<file path="src/rtl/baudgen_pkg.sv">
package baudgen_pkg;

   // Two-bit pin mode coding shared by clock input and clock output fields
   typedef enum logic [1:0] {
      PM_OFF  = 2'b00,
      PM_RSVD = 2'b01,
      PM_TRUE = 2'b10,
      PM_INV  = 2'b11
   } pin_mode_e;

   // Field positions inside the configuration word
   localparam int OUT_LSB = 0;
   localparam int IN_LSB  = 2;
   localparam int SRC_BIT = 4;
   localparam int DIV_LSB = 16;

   function automatic logic pm_enabled(input logic [1:0] m);
      return m[1];
   endfunction

   function automatic logic pm_inverted(input logic [1:0] m);
      return m[1] & m[0];
   endfunction

endpackage

</file>
<file path="src/rtl/baud_div.sv">
module baud_div #(
   parameter int DIV_W = 16
) (
   input  logic             clk,
   input  logic             rst_n,
   input  logic             run,
   input  logic             load,
   input  logic [DIV_W-1:0] div_n,
   output logic             half_tick,
   output logic             full_tick,
   output logic             phase
);

   logic [DIV_W-1:0] hcnt;
   logic             ph;
   logic             live;

   always_ff @(posedge clk or negedge rst_n) begin
      if (!rst_n) begin
         hcnt <= '0;
         ph   <= 1'b0;
         live <= 1'b0;
      end else begin
         live <= 1'b1;
         if (load) begin
            hcnt <= div_n - DIV_W'(1);
            ph   <= 1'b0;
         end else if (hcnt == '0) begin
            hcnt <= div_n - DIV_W'(1);
            ph   <= ~ph;
         end else begin
            hcnt <= hcnt - DIV_W'(1);
         end
      end
   end

   assign half_tick = run && live && (hcnt == '0) && !ph;
   assign full_tick = run && live && (hcnt == '0) && ph;
   assign phase     = ph;

   AST_TICK_EXCL: assert property (@(posedge clk) disable iff (!rst_n)
      !(half_tick && full_tick));
   AST_HALF_GAP: assert property (@(posedge clk) disable iff (!rst_n)
      half_tick |=> !half_tick);
   AST_RELOAD: assert property (@(posedge clk) disable iff (!rst_n)
      load |=> (hcnt == $past(div_n) - DIV_W'(1)) && !ph);
   AST_N1_TOGGLE: assert property (@(posedge clk) disable iff (!rst_n)
      (div_n == DIV_W'(1) && !load) |=> (ph != $past(ph)));

endmodule

</file>
<file path="src/rtl/baud_ext_sync.sv">
module baud_ext_sync #(
   parameter int STAGES = 2
) (
   input  logic clk,
   input  logic rst_n,
   input  logic ext_in,
   input  logic en,
   input  logic inv,
   output logic lvl,
   output logic rise,
   output logic fall
);

   logic [STAGES-1:0] sr;
   logic              prev;

   generate
      for (genvar i = 0; i < STAGES; i++) begin : g_stage
         if (i == 0) begin : g_first
            always_ff @(posedge clk or negedge rst_n) begin
               if (!rst_n) sr[0] <= 1'b0;
               else        sr[0] <= ext_in;
            end
         end else begin : g_next
            always_ff @(posedge clk or negedge rst_n) begin
               if (!rst_n) sr[i] <= 1'b0;
               else        sr[i] <= sr[i-1];
            end
         end
      end
   endgenerate

   always_ff @(posedge clk or negedge rst_n) begin
      if (!rst_n) prev <= 1'b0;
      else        prev <= sr[STAGES-1];
   end

   logic raw, raw_r, raw_f;
   assign raw   = sr[STAGES-1];
   assign raw_r = raw & ~prev;
   assign raw_f = ~raw & prev;

   assign rise = en & (inv ? raw_f : raw_r);
   assign fall = en & (inv ? raw_r : raw_f);
   assign lvl  = en & (raw ^ inv);

   AST_EDGE_ONE: assert property (@(posedge clk) disable iff (!rst_n)
      rise |=> (!rise || !$stable(inv)));
   AST_EDGE_EXCL: assert property (@(posedge clk) disable iff (!rst_n)
      !(rise && fall));

endmodule

</file>
<file path="src/rtl/baud_clk_gen.sv">
module baud_clk_gen
   import baudgen_pkg::*;
#(
   parameter int CFG_W       = 32,
   parameter int DIV_W       = 16,
   parameter int SYNC_STAGES = 2
) (
   input  logic             clk,
   input  logic             rst_n,
   input  logic             cfg_wr,
   input  logic [CFG_W-1:0] cfg_wdata,
   input  logic             ext_clk_in,
   output logic             shift_tick,
   output logic             half_tick,
   output logic             clk_out,
   output logic             clk_out_oe
);

   localparam int DIV_MSB = DIV_LSB + DIV_W - 1;

   generate
      if (DIV_MSB >= CFG_W) begin : g_bad_div
         $error("divisor field does not fit in the configuration word");
      end
      if (SYNC_STAGES < 2) begin : g_bad_sync
         $error("at least two synchroniser stages are required");
      end
   endgenerate

   function automatic logic [DIV_W-1:0] clamp_div(input logic [DIV_W-1:0] d);
      return (d == '0) ? DIV_W'(1) : d;
   endfunction

   logic [CFG_W-1:0] cfg_q;

   always_ff @(posedge clk or negedge rst_n) begin
      if (!rst_n)      cfg_q <= '0;
      else if (cfg_wr) cfg_q <= cfg_wdata;
   end

   logic [DIV_W-1:0] div_n;
   logic             src_ext;
   logic [1:0]       in_mode, out_mode;

   assign div_n    = cfg_wr ? clamp_div(cfg_wdata[DIV_MSB:DIV_LSB])
                            : clamp_div(cfg_q[DIV_MSB:DIV_LSB]);
   assign src_ext  = cfg_q[SRC_BIT];
   assign in_mode  = cfg_q[IN_LSB +: 2];
   assign out_mode = cfg_q[OUT_LSB +: 2];

   logic int_half, int_full, int_phase;

   baud_div #(.DIV_W(DIV_W)) u_div (
      .clk       (clk),
      .rst_n     (rst_n),
      .run       (!src_ext),
      .load      (cfg_wr),
      .div_n     (div_n),
      .half_tick (int_half),
      .full_tick (int_full),
      .phase     (int_phase)
   );

   logic ext_lvl, ext_rise, ext_fall;

   baud_ext_sync #(.STAGES(SYNC_STAGES)) u_sync (
      .clk    (clk),
      .rst_n  (rst_n),
      .ext_in (ext_clk_in),
      .en     (src_ext & pm_enabled(in_mode)),
      .inv    (pm_inverted(in_mode)),
      .lvl    (ext_lvl),
      .rise   (ext_rise),
      .fall   (ext_fall)
   );

   logic base_lvl;
   assign base_lvl   = src_ext ? ext_lvl  : int_phase;
   assign shift_tick = src_ext ? ext_rise : int_full;
   assign half_tick  = src_ext ? ext_fall : int_half;
   assign clk_out_oe = pm_enabled(out_mode);
   assign clk_out    = pm_enabled(out_mode) & (base_lvl ^ pm_inverted(out_mode));

   AST_OE_QUIET: assert property (@(posedge clk) disable iff (!rst_n)
      !clk_out_oe |-> !clk_out);
   AST_TICKS_APART: assert property (@(posedge clk) disable iff (!rst_n)
      !(shift_tick && half_tick));

endmodule

</file>
<file path="config.mk">
export PLATFORM = sky130hd
export DESIGN_NAME = baud_clk_gen
export DESIGN_NICKNAME = d
export VERILOG_FILES = /design/src/rtl/baudgen_pkg.sv /design/src/rtl/baud_div.sv /design/src/rtl/baud_ext_sync.sv /design/src/rtl/baud_clk_gen.sv
export SDC_FILE = /design/constraint.sdc
export NUM_CORES = 1
export LEC_CHECK = 0
export BUFFER_PORTS_ARGS = -buffer_cell sky130_fd_sc_hd__buf_2
export CORE_ASPECT_RATIO = 1.75
export CORE_MARGIN = 1
export CORE_UTILIZATION = 56
export CTS_CLUSTER_SIZE = 16
export DETAILED_ROUTE_END_ITERATION = 7
export PLACE_DENSITY = 0.86
export SYNTH_ARGS = -nofsm -noshare
export SYNTH_HDL_FRONTEND = slang
export SYNTH_SLANG_ARGS = --single-unit
</file>
<file path="constraint.sdc">
create_clock -name clk -period 2.5 [get_ports clk]
set_clock_uncertainty 0.15 [all_clocks]
set_input_delay 0.125 -clock clk [delete_from_list [all_inputs] [get_ports clk]]
set_output_delay 0.125 -clock clk [all_outputs]
set_load 0.03 [all_outputs]
</file>
==> impl_metrics.toml, run 1 <==
[place]
gp_congestion = 0.8404
place.detailed.hpwl_um = 3968
pre_cts_ws_ns = -0.02818
portBuffers = 28
numPlacedInstances = 315

[sta]
timing_hold_violations_final = 0
fin_crit_sh_pct = 96.76
max_slew.worst_pin.slew_ns = 0.9128
period_needed_ns = 2.419
whs_ns = 0.01926
max_freq_mhz = 413.4
slew_viol_final = 0
relSlewSlack_pct = 39.14
layout_setup_ws_ns = 0.08103
setup-violations-final = 0

[setup_path]
arrival_ns = 2.14
endpoint_kind = "output pin"
criticalPathCategory = "reg2out"
worst-path-max-fanout = 4
cpMaxStageDelayCell = "or4_4"
r2r-end = "u_div.hcnt[15]$_DFF_PN0_"
reg2reg_from = "u_div.hcnt[11]$_DFF_PN0_"
startpoint_type = "register"
reg2regPathDepth = 8
crit_family = "simple AND/OR/NAND/NOR gates"
reg2reg_slack_ns = 0.20
critPathBufInv = 1
crit_required_ns = 2.23
cpPeakStageDelay_ns = 0.58
path_cells = "or4_4 -> nor4_4 -> nand3_2 -> o31ai_4 -> buf_6"

[layout]
seq_area_um2 = 1051
fillCellCount = 271
syn2layout_area_growth_pct = 25.29
layout.core_utilization_pct = 74.07
fin_nets = 334
stdcell_count = 345
diodes = 0
final_layout_size_suffix_gt1_share_pct = 34.46
multi_input_area_um2 = 1395

[run]
timing.max_cap.violations = 0

[min_path]
hp-start = "cfg_wdata[28]"
min_path_cells = 2
min_to = "cfg_q[28]$_DFFE_PN0P_"
hold_class = "in2reg"

[clock_network]
clk_latency_ns = 0.30
clock_sinks = 42
cts_tree = "done"
htreeDepth = 2
cts_root_buf = "clkbuf_8"
clock_path_buffers = 2
path_clk_slew_ns = 0.09
cts_buffers = 5

[logic_synthesis]
synth_edf_count = 0
ys.flop_type = "dfrtp_1"
synth_top_area_cell = "dfrtp_1"
ys_top_cells_by_area = "dfrtp_1, mux2_2, xnor2_1, mux2i_1, nor2_1"
netlist_area_um2 = 2454
synthCells = 231
seq_area_frac_synth_pct = 42.84
async_flop_share_pct = 100.0
ys_top_cells_by_count = "dfrtp_1, mux2_2, nor2_1, xnor2_1"
ys.warnings.count = 0
ys_types = 53
ys_ff_latch = 42
syn-num-nets = 270
synth.most_common_cell = "dfrtp_1"
avgSynthCellArea_um2 = 10.62
yosysTopAreaCellShare_pct = 42.84

[route]
drt_iter0_markers = 45
viasPerCell = 5.928
vias = 2045
totalWireLength_um = 5646
drc = 0
dr.pass1.iters = 4
routedWlPerCell_um = 16.37
antenna_left = 0

[global_route]
grt_pass1_wl_um = 8852
grt_pass1_vias = 2092
antenna_found_initial = 0
grt_max_degree = 43
gr-total-overflow = 0
grt_usage_pct = 26.87

[power]
p_leak_uw = 0.001286
p_per_area_nw_per_um2 = 555.8
peakVddDrop_mv = 0.5595

[floorplan]
rows = 31
die_x_um = 52.04
initial_utilization_pct = 59.12
dieArea_um2 = 4661
coreArea_um2 = 4150
die_y_um = 89.57
ioPinCount = 40

[status]
status = "completed"
-- cell usage in the layout (no fill, tap or decap), types with 2 or more instances in the layout --
| cell type | instances |
|---|---|
| dfrtp_1 | 42 |
| buf_2 | 26 |
| buf_4 | 22 |
| nor2_1 | 20 |
| mux2_2 | 20 |
| xnor2_1 | 19 |
| dlygate4sd3_1 | 15 |
| nor3_1 | 10 |
| a21oi_1 | 9 |
| nand2_1 | 9 |
| mux2i_1 | 8 |
| xor2_1 | 8 |
| nand3_1 | 7 |
| clkbuf_8 | 6 |
| nor4_1 | 4 |
| inv_1 | 4 |
| nand2b_1 | 4 |
| nor4_2 | 3 |
| o21ai_1 | 3 |
| or4_4 | 3 |
| and2_1 | 3 |
| o21ai_0 | 3 |
| or3_1 | 2 |
| nand4_1 | 2 |
| nand3b_1 | 2 |
| nand2_2 | 2 |
| or4b_1 | 2 |
| a21oi_2 | 2 |
| or4_1 | 2 |
| o31ai_1 | 2 |
| ha_1 | 2 |
-- how the worst max path moves through the flow --
| stage | start | end | slack (ns) | depth (start not counted) |
|---|---|---|---|---|
| after floorplan | cfg_wr | u_div.hcnt[12]$_DFF_PN0_ | 0.06 | 12 |
| after global placement | cfg_q[29]$_DFFE_PN0P_ | u_div.hcnt[12]$_DFF_PN0_ | 0.04 | 10 |
| after detailed placement | cfg_q[29]$_DFFE_PN0P_ | u_div.hcnt[10]$_DFF_PN0_ | -0.03 | 10 |
| after CTS | u_div.hcnt[8]$_DFF_PN0_ | half_tick | 0.02 | 5 |
| after global routing | cfg_wdata[21] | u_div.hcnt[10]$_DFF_PN0_ | -0.02 | 13 |
| final | u_div.hcnt[11]$_DFF_PN0_ | half_tick | 0.08 | 5 |
-- layout make-up --
type                            instances  share of cell area (%)
Inverter                                4                  0.4884
Multi-Input combinational cell        178                   45.38
Timing Repair Buffer                   64                   14.86
Clock inverter                          2                  0.4070
Clock buffer                            6                   2.686
Sequential cell                        42                   34.19
Tap cell                               49                   1.994
-- sequential cells by signal, summed over array words and instances, names as in the netlist --
signal / cells
cfg_q: 21
u_div.hcnt: 16
u_div.live: 1
u_div.phase: 1
u_sync.prev: 1
u_sync.raw: 1
u_sync.sr: 1
-- metrics by stage --
stage / power [µW] / TNS (ns) / area [µm²]
2_1_floorplan: 1101 / 0 / 2454
3_3_place_gp: 1201 / 0 / 2716
3_5_place_dp: 1221 / -0.04566 / 2716
4_1_cts: 1705 / 0 / 2964
5_1_grt: 1795 / -0.04230 / 3074
6_report: 1709 / 0 / 3074
-- routing by layer --
layer  track usage [%]  wire length [µm]  up-vias
li1                  -                 -      963
met1             24.73              1988     1000
met2             47.55              3102       55
met3             5.272               172       27
met4             24.82               382        0
met5                 0                 0        -
-- worst reg2reg max path, delay by kind of cell, from the launching register on --
family / cells / cell delay [ns]
xor+xnor: 1 / 0.18
buf+inv: 3 / 0.37
flops: 1 / 0.40
simple gates: 3 / 0.98
compound gates: 1 / 0.10
-- power by group --
part	total, µW	internal (µW)	leakage [µW]	switching [µW]
logic	396	196	0.000745	200
clock network	457	222	0.0000472	235
registers	856	762	0.000493	93.9
total	1710	1180	0.00129	529
-- kinds of logic (layout without fill, tap and decap cells) --
kind of cell | after synthesis | after routing | share of synthesized area [%]
adder cells (fa/ha/maj) | 3 | 3 | 1.530
XOR/XNOR | 27 | 27 | 9.638
buffers and inverters | 11 | 76 | 2.396
flip-flops | 42 | 42 | 42.84
AND/OR/NAND/NOR | 88 | 88 | 22.03
other | 1 | 1 | 0.1528
AO/OA/AOI/OAI | 31 | 31 | 8.975
multiplexers | 28 | 28 | 12.44
-- what timing repair did --
item | in CTS | in global routing
gates resized for setup | 1 | 15
setup buffers | 0 | 7
gates cloned | 0 | 0
hold buffers | 15 | 0
endpoints found under the hold margin | 56 | 0
setup endpoints to repair | 4 | 7
pin swaps | 0 | 5
Power figures use the tool's default switching activity.
==> inputs of run 2 (changes only) <==
--- a/config.mk
+++ b/config.mk
@@ -8,10 +8,11 @@
 export BUFFER_PORTS_ARGS = -buffer_cell sky130_fd_sc_hd__buf_2
 export CORE_ASPECT_RATIO = 1.75
 export CORE_MARGIN = 1
-export CORE_UTILIZATION = 56
+export CORE_UTILIZATION = 58
+export CTS_BUF_LIST = sky130_fd_sc_hd__clkbuf_4
 export CTS_CLUSTER_SIZE = 16
 export DETAILED_ROUTE_END_ITERATION = 7
-export PLACE_DENSITY = 0.86
+export PLACE_DENSITY = 0.89
 export SYNTH_ARGS = -nofsm -noshare
 export SYNTH_HDL_FRONTEND = slang
 export SYNTH_SLANG_ARGS = --single-unit
==> run 2 against run 1 <==
Net effect: final cell count is 1.7% higher; clock-buffer cell count is 1 lower; non-clock buffer count is 7 higher; worst setup slack better by 0.015 ns; clock power is 30% lower; sequential power is 0.8% lower; critical path type unchanged.
==> impl_metrics.toml, run 2 (synthesis results as in run 1) <==
[setup_path]
critPathBufInv = 1
crit_required_ns = 2.23
endpoint_kind = "output pin"
criticalPathCategory = "reg2out"
arrival_ns = 2.13
cpPeakStageDelay_ns = 0.58
crit_family = "simple AND/OR/NAND/NOR gates"
startpoint_type = "register"
cpMaxStageDelayCell = "or4_4"
path_cells = "or4_4 -> nor4_4 -> nand3_2 -> o31ai_2 -> buf_4"
worst-path-max-fanout = 4

[route]
routedWlPerCell_um = 16.38
antenna_left = 0
totalWireLength_um = 5749
m1WireLength_um = 2107
vias = 2040
drc = 0
dr.pass1.iters = 4
met3_length_um = 199
wl_met2_um = 3306
viasPerCell = 5.812
dr.max_layer_used = "met4"
drt_iter0_markers = 45

[clock_network]
cts_buffers = 5
clock_sinks = 42
clock_path_buffers = 2
path_clk_slew_ns = 0.14
htreeDepth = 2
clk_latency_ns = 0.37
cts_root_buf = "clkbuf_4"
cts_tree = "done"

[place]
portBuffers = 28
gp_congestion = 0.8697
numPlacedInstances = 315
place.detailed.hpwl_um = 3981

[floorplan]
die_x_um = 51.17
dieArea_um2 = 4505
rows = 31
ioPinCount = 40
initial_utilization_pct = 59.68
die_y_um = 88.04
coreArea_um2 = 4111

[sta]
max_freq_mhz = 416.0
max_slew.worst_pin.slew_ns = 0.9260
slew_viol_final = 0
fin_crit_sh_pct = 96.16
period_needed_ns = 2.404
timing_hold_violations_final = 0
setup-violations-final = 0
relSlewSlack_pct = 38.27
grt_setup_unrepaired = "true"

[global_route]
grt_usage_pct = 28.11
antenna_found_initial = 0
grt_max_degree = 43
gr-total-overflow = 0
grt_pass1_vias = 2111
grt_pass1_wl_um = 9328

[min_path]
hold_class = "in2reg"

[status]
status = "completed"

[power]
p_leak_uw = 0.001289
peakVddDrop_mv = 0.4061
p_per_area_nw_per_um2 = 514.6
totalPowerFinal_uw = 1586

[layout]
largest_register_ffs = 21
stdcell_count = 351
largest_register = "cfg_q"
final_layout_size_suffix_gt1_share_pct = 32.45
fin_nets = 341
reg_top3 = "cfg_q (21), u_div.hcnt (16)"
layout_common_cells = "dfrtp_1, buf_2, dlygate4sd3_1"
layout_commonest_cell = "dfrtp_1"
diodes = 0
syn2layout_area_growth_pct = 25.65

[run]
timing.max_cap.violations = 0
==> run 2: cell types whose count changed in the layout (fill, tap and decap cells not counted), moves of 2 or more <==
cell | previous run | this run
clkbuf_8 | 6 | 0
clkbuf_4 | 0 | 5
buf_4 | 22 | 20
dlygate4sd3_1 | 15 | 24
==> run 2: layout make-up <==
| class | count | area (µm²) |
|---|---|---|
| multi-input combinational | 178 | 1383 |
| sequential | 42 | 1051 |
| fill | 294 | 1028 |
| timing repair buffer | 71 | 525.5 |
| tap | 49 | 61.31 |
| clock buffer | 5 | 37.54 |
| inverter | 4 | 15.01 |
| clock inverter | 2 | 10.01 |
==> run 2: metal layers <==
metal	track usage [%]	vias to the layer above
met3	5.556	12
met2	53.71	61
met1	27.98	998
met5	0	-
li1	-	969
met4	13.13	0
==> run 2: worst min-delay path, stage by stage <==
cell and delay [ns]:
buf_2 0.12, buf_4 0.18, mux2_2 0.18
==> run 2: metrics by stage <==
stage | area, µm² | hold WS [ns] | utilization [%] | setup TNS [ns] | setup slack, ns
CTS | 3032 | 0.1192 | 73.74 | 0 | 0.007875
global route | 3083 | 0.1563 | 74.98 | -0.01990 | -0.01990
floorplan | 2454 | -0.3206 | - | 0 | 0.06126
detailed placement | 2716 | 0.1005 | 66.07 | 0 | 0.01809
finish | 3083 | 0.1344 | 74.98 | 0 | 0.09603
global placement | 2716 | 0.08419 | 66.07 | 0 | 0.06296
==> run 2: report_power, final <==
group | switching [µW] | internal, µW | total (µW)
clock | 218 | 101 | 320
sequential | 87.6 | 762 | 849
combinational | 207 | 210 | 417
==> run 2: worst paths after layout <==
path | slack (ns) | cells past startpoint | start | end
hold reg to reg | 0.22 | 0 | u_sync.sr[0]$_DFF_PN0_ | u_sync.raw$_DFF_PN0_
max in group asynchronous | 1.33 | 2 | rst_n | cfg_q[17]$_DFFE_PN0P_
hold / removal | 0.13 | 3 | cfg_wr | cfg_q[18]$_DFFE_PN0P_
setup / recovery | 0.1 | 5 | u_div.hcnt[11]$_DFF_PN0_ | half_tick
setup reg to reg | 0.17 | 7 | u_div.hcnt[11]$_DFF_PN0_ | u_div.hcnt[7]$_DFF_PN0_
min in group asynchronous | 0.26 | 2 | rst_n | cfg_q[1]$_DFFE_PN0P_
==> run 2: what timing repair did <==
action | CTS | global route
pin swaps | 2 | 4
cloned | 0 | 0
hold endpoints to repair | 64 | 0
gates resized for setup | 3 | 7
buffers inserted | 2 | 3
endpoints found under the setup margin | 2 | 8
hold buffers | 24 | 0
==> inputs of run 3 (changes only) <==
==> constraint.sdc (replaced) <==
create_clock -name clk -period 2.5 [get_ports clk]
set_clock_uncertainty 0.15 [all_clocks]
set_input_delay 0.125 -clock clk [delete_from_list [all_inputs] [get_ports clk]]
set_output_delay 0.125 -clock clk [all_outputs]
set_load 0.01 [all_outputs]
==> run 3 against run 2 <==
Net effect: first-iteration DRC count rose by 6.7%; total power fell by 0.61%; final cell count rose by 0.28%; largest power group unchanged; die area did not move; via count fell by 0.20%; register-to-register slack got worse by 0.07 ns; hold slack improved by 0.0012 ns.
==> impl_metrics.toml, run 3 (synthesis results as in run 1) <==
[clock_network]
clock_sinks = 42
clock_path_buffers = 2
clk_latency_ns = 0.36
cts_root_buf = "clkbuf_4"
path_clk_slew_ns = 0.12
cts_tree = "done"
cts_buffers = 5
htreeDepth = 2

[setup_path]
crit_required_ns = 2.60
worst-path-max-fanout = 5
endpoint_kind = "register"
reg2reg_slack_ns = 0.10
startpoint_type = "register"
r2r-end = "u_div.hcnt[6]$_DFF_PN0_"
criticalPathCategory = "reg2reg"
arrival_ns = 2.50
reg2reg_from = "cfg_q[29]$_DFFE_PN0P_"
reg2regPathDepth = 11

[sta]
setup-violations-final = 0
timing_hold_violations_final = 0
slew_viol_final = 0
relSlewSlack_pct = 38.53
max_slew.worst_pin.slew_ns = 0.9220
period_needed_ns = 2.398
tns_ns = 0
max_freq_mhz = 417.0
fin_crit_sh_pct = 95.93

[global_route]
gr-total-overflow = 0
grt_usage_pct = 28.36
grt_pass1_wl_um = 9418
antenna_found_initial = 0
grt_pass1_vias = 2129
grt_max_degree = 43

[route]
totalWireLength_um = 5814
dr.pass1.iters = 4
drc = 0
viasPerCell = 5.784
routedWlPerCell_um = 16.52
drt_iter0_markers = 48
antenna_left = 0
vias = 2036

[min_path]
min_to = "cfg_q[18]$_DFFE_PN0P_"
hp-start = "cfg_wr"
min_path_cells = 3
hold_class = "in2reg"

[layout]
layout_commonest_cell = "dfrtp_1"
final_layout_size_suffix_gt1_share_pct = 32.67
fin_nets = 342
largest_register = "cfg_q"
largest_register_ffs = 21
stdcell_count = 352
postLayoutCellArea_um2 = 3085
layout.core_utilization_pct = 75.05
syn2layout_area_growth_pct = 25.75
layout_common_cells = "dfrtp_1, buf_2, dlygate4sd3_1"
diodes = 0
reg_top3 = "cfg_q (21), u_div.hcnt (16)"

[floorplan]
ioPinCount = 40
die_x_um = 51.17
dieArea_um2 = 4505
initial_utilization_pct = 59.68
coreArea_um2 = 4111
rows = 31
die_y_um = 88.04

[place]
gp_congestion = 0.8697
portBuffers = 28
placedInstanceArea_um2 = 2716
place.detailed.hpwl_um = 3981
numPlacedInstances = 315

[status]
status = "completed"

[power]
peakVddDrop_mv = 0.4034
p_per_area_nw_per_um2 = 511.0
p_leak_uw = 0.001291

[run]
timing.max_cap.violations = 0
## run 3: changes by cell type in the layout (fill, tap and decap cells not counted)
| cell | delta |
|---|---|
| o21ai_2 | -1 |
| o21ai_1 | +1 |
| and3_2 | +1 |
| and3_1 | -1 |
| buf_2 | +1 |
## run 3: power by group
part | leakage (µW) | internal, µW | switching, µW
Clock | 0.0000308 | 101 | 218
Combinational | 0.000767 | 208 | 200
Sequential | 0.000493 | 762 | 86.9
## run 3: cell type report
type / instances / area [µm²]
timing repair buffer: 72 / 530.5
clock inverter: 2 / 10.01
multi-input combinational: 178 / 1380
fill: 297 / 1026
tap: 49 / 61.31
inverter: 4 / 15.01
sequential: 42 / 1051
clock buffer: 5 / 37.54
## run 3: metal layers
| metal | global-route usage (%) | wire (µm) |
|---|---|---|
| met1 | 28.43 | 2154 |
| met2 | 54.43 | 3302 |
| met3 | 5.035 | 170 |
| met4 | 13.13 | 187 |
| met5 | 0 | 0 |
## run 3: critical path: stages (launching register included)
cell,delay [ns]
dfrtp_1,0.39
nor4_1,0.27
buf_4,0.17
nand4_1,0.13
o21ai_1,0.23
nand2_1,0.10
ha_1,0.22
o21ai_1,0.12
or2_4,0.20
buf_4,0.13
xnor2_1,0.12
a21oi_1,0.08
## run 3: repair_timing
action,4_1_cts,5_1_grt
hold buffers,24,0
setup buffers,4,2
hold endpoints to repair,64,0
pin swaps,4,3
setup endpoints to repair,1,8
gates resized for setup,0,9
## run 3: worst max path at each step
stage,start,end,depth (start not counted)
global route,cfg_q[29]$_DFFE_PN0P_,u_div.hcnt[6]$_DFF_PN0_,11
global placement,cfg_q[29]$_DFFE_PN0P_,u_div.hcnt[6]$_DFF_PN0_,11
detailed placement,cfg_q[29]$_DFFE_PN0P_,u_div.hcnt[6]$_DFF_PN0_,11
floorplan,cfg_wr,u_div.hcnt[12]$_DFF_PN0_,12
finish,cfg_q[29]$_DFFE_PN0P_,u_div.hcnt[6]$_DFF_PN0_,11
CTS,u_div.hcnt[10]$_DFF_PN0_,half_tick,5
## run 3: stage by stage
step,hold slack [ns],total power (µW),worst slack (ns)
after floorplan,-0.3206,1093,0.06126
after global placement,0.08419,1189,0.06296
after detailed placement,0.1005,1214,0.01809
after CTS,0.1192,1566,0.002504
after global routing,0.1563,1657,-0.08305
final,0.1356,1577,0.1016
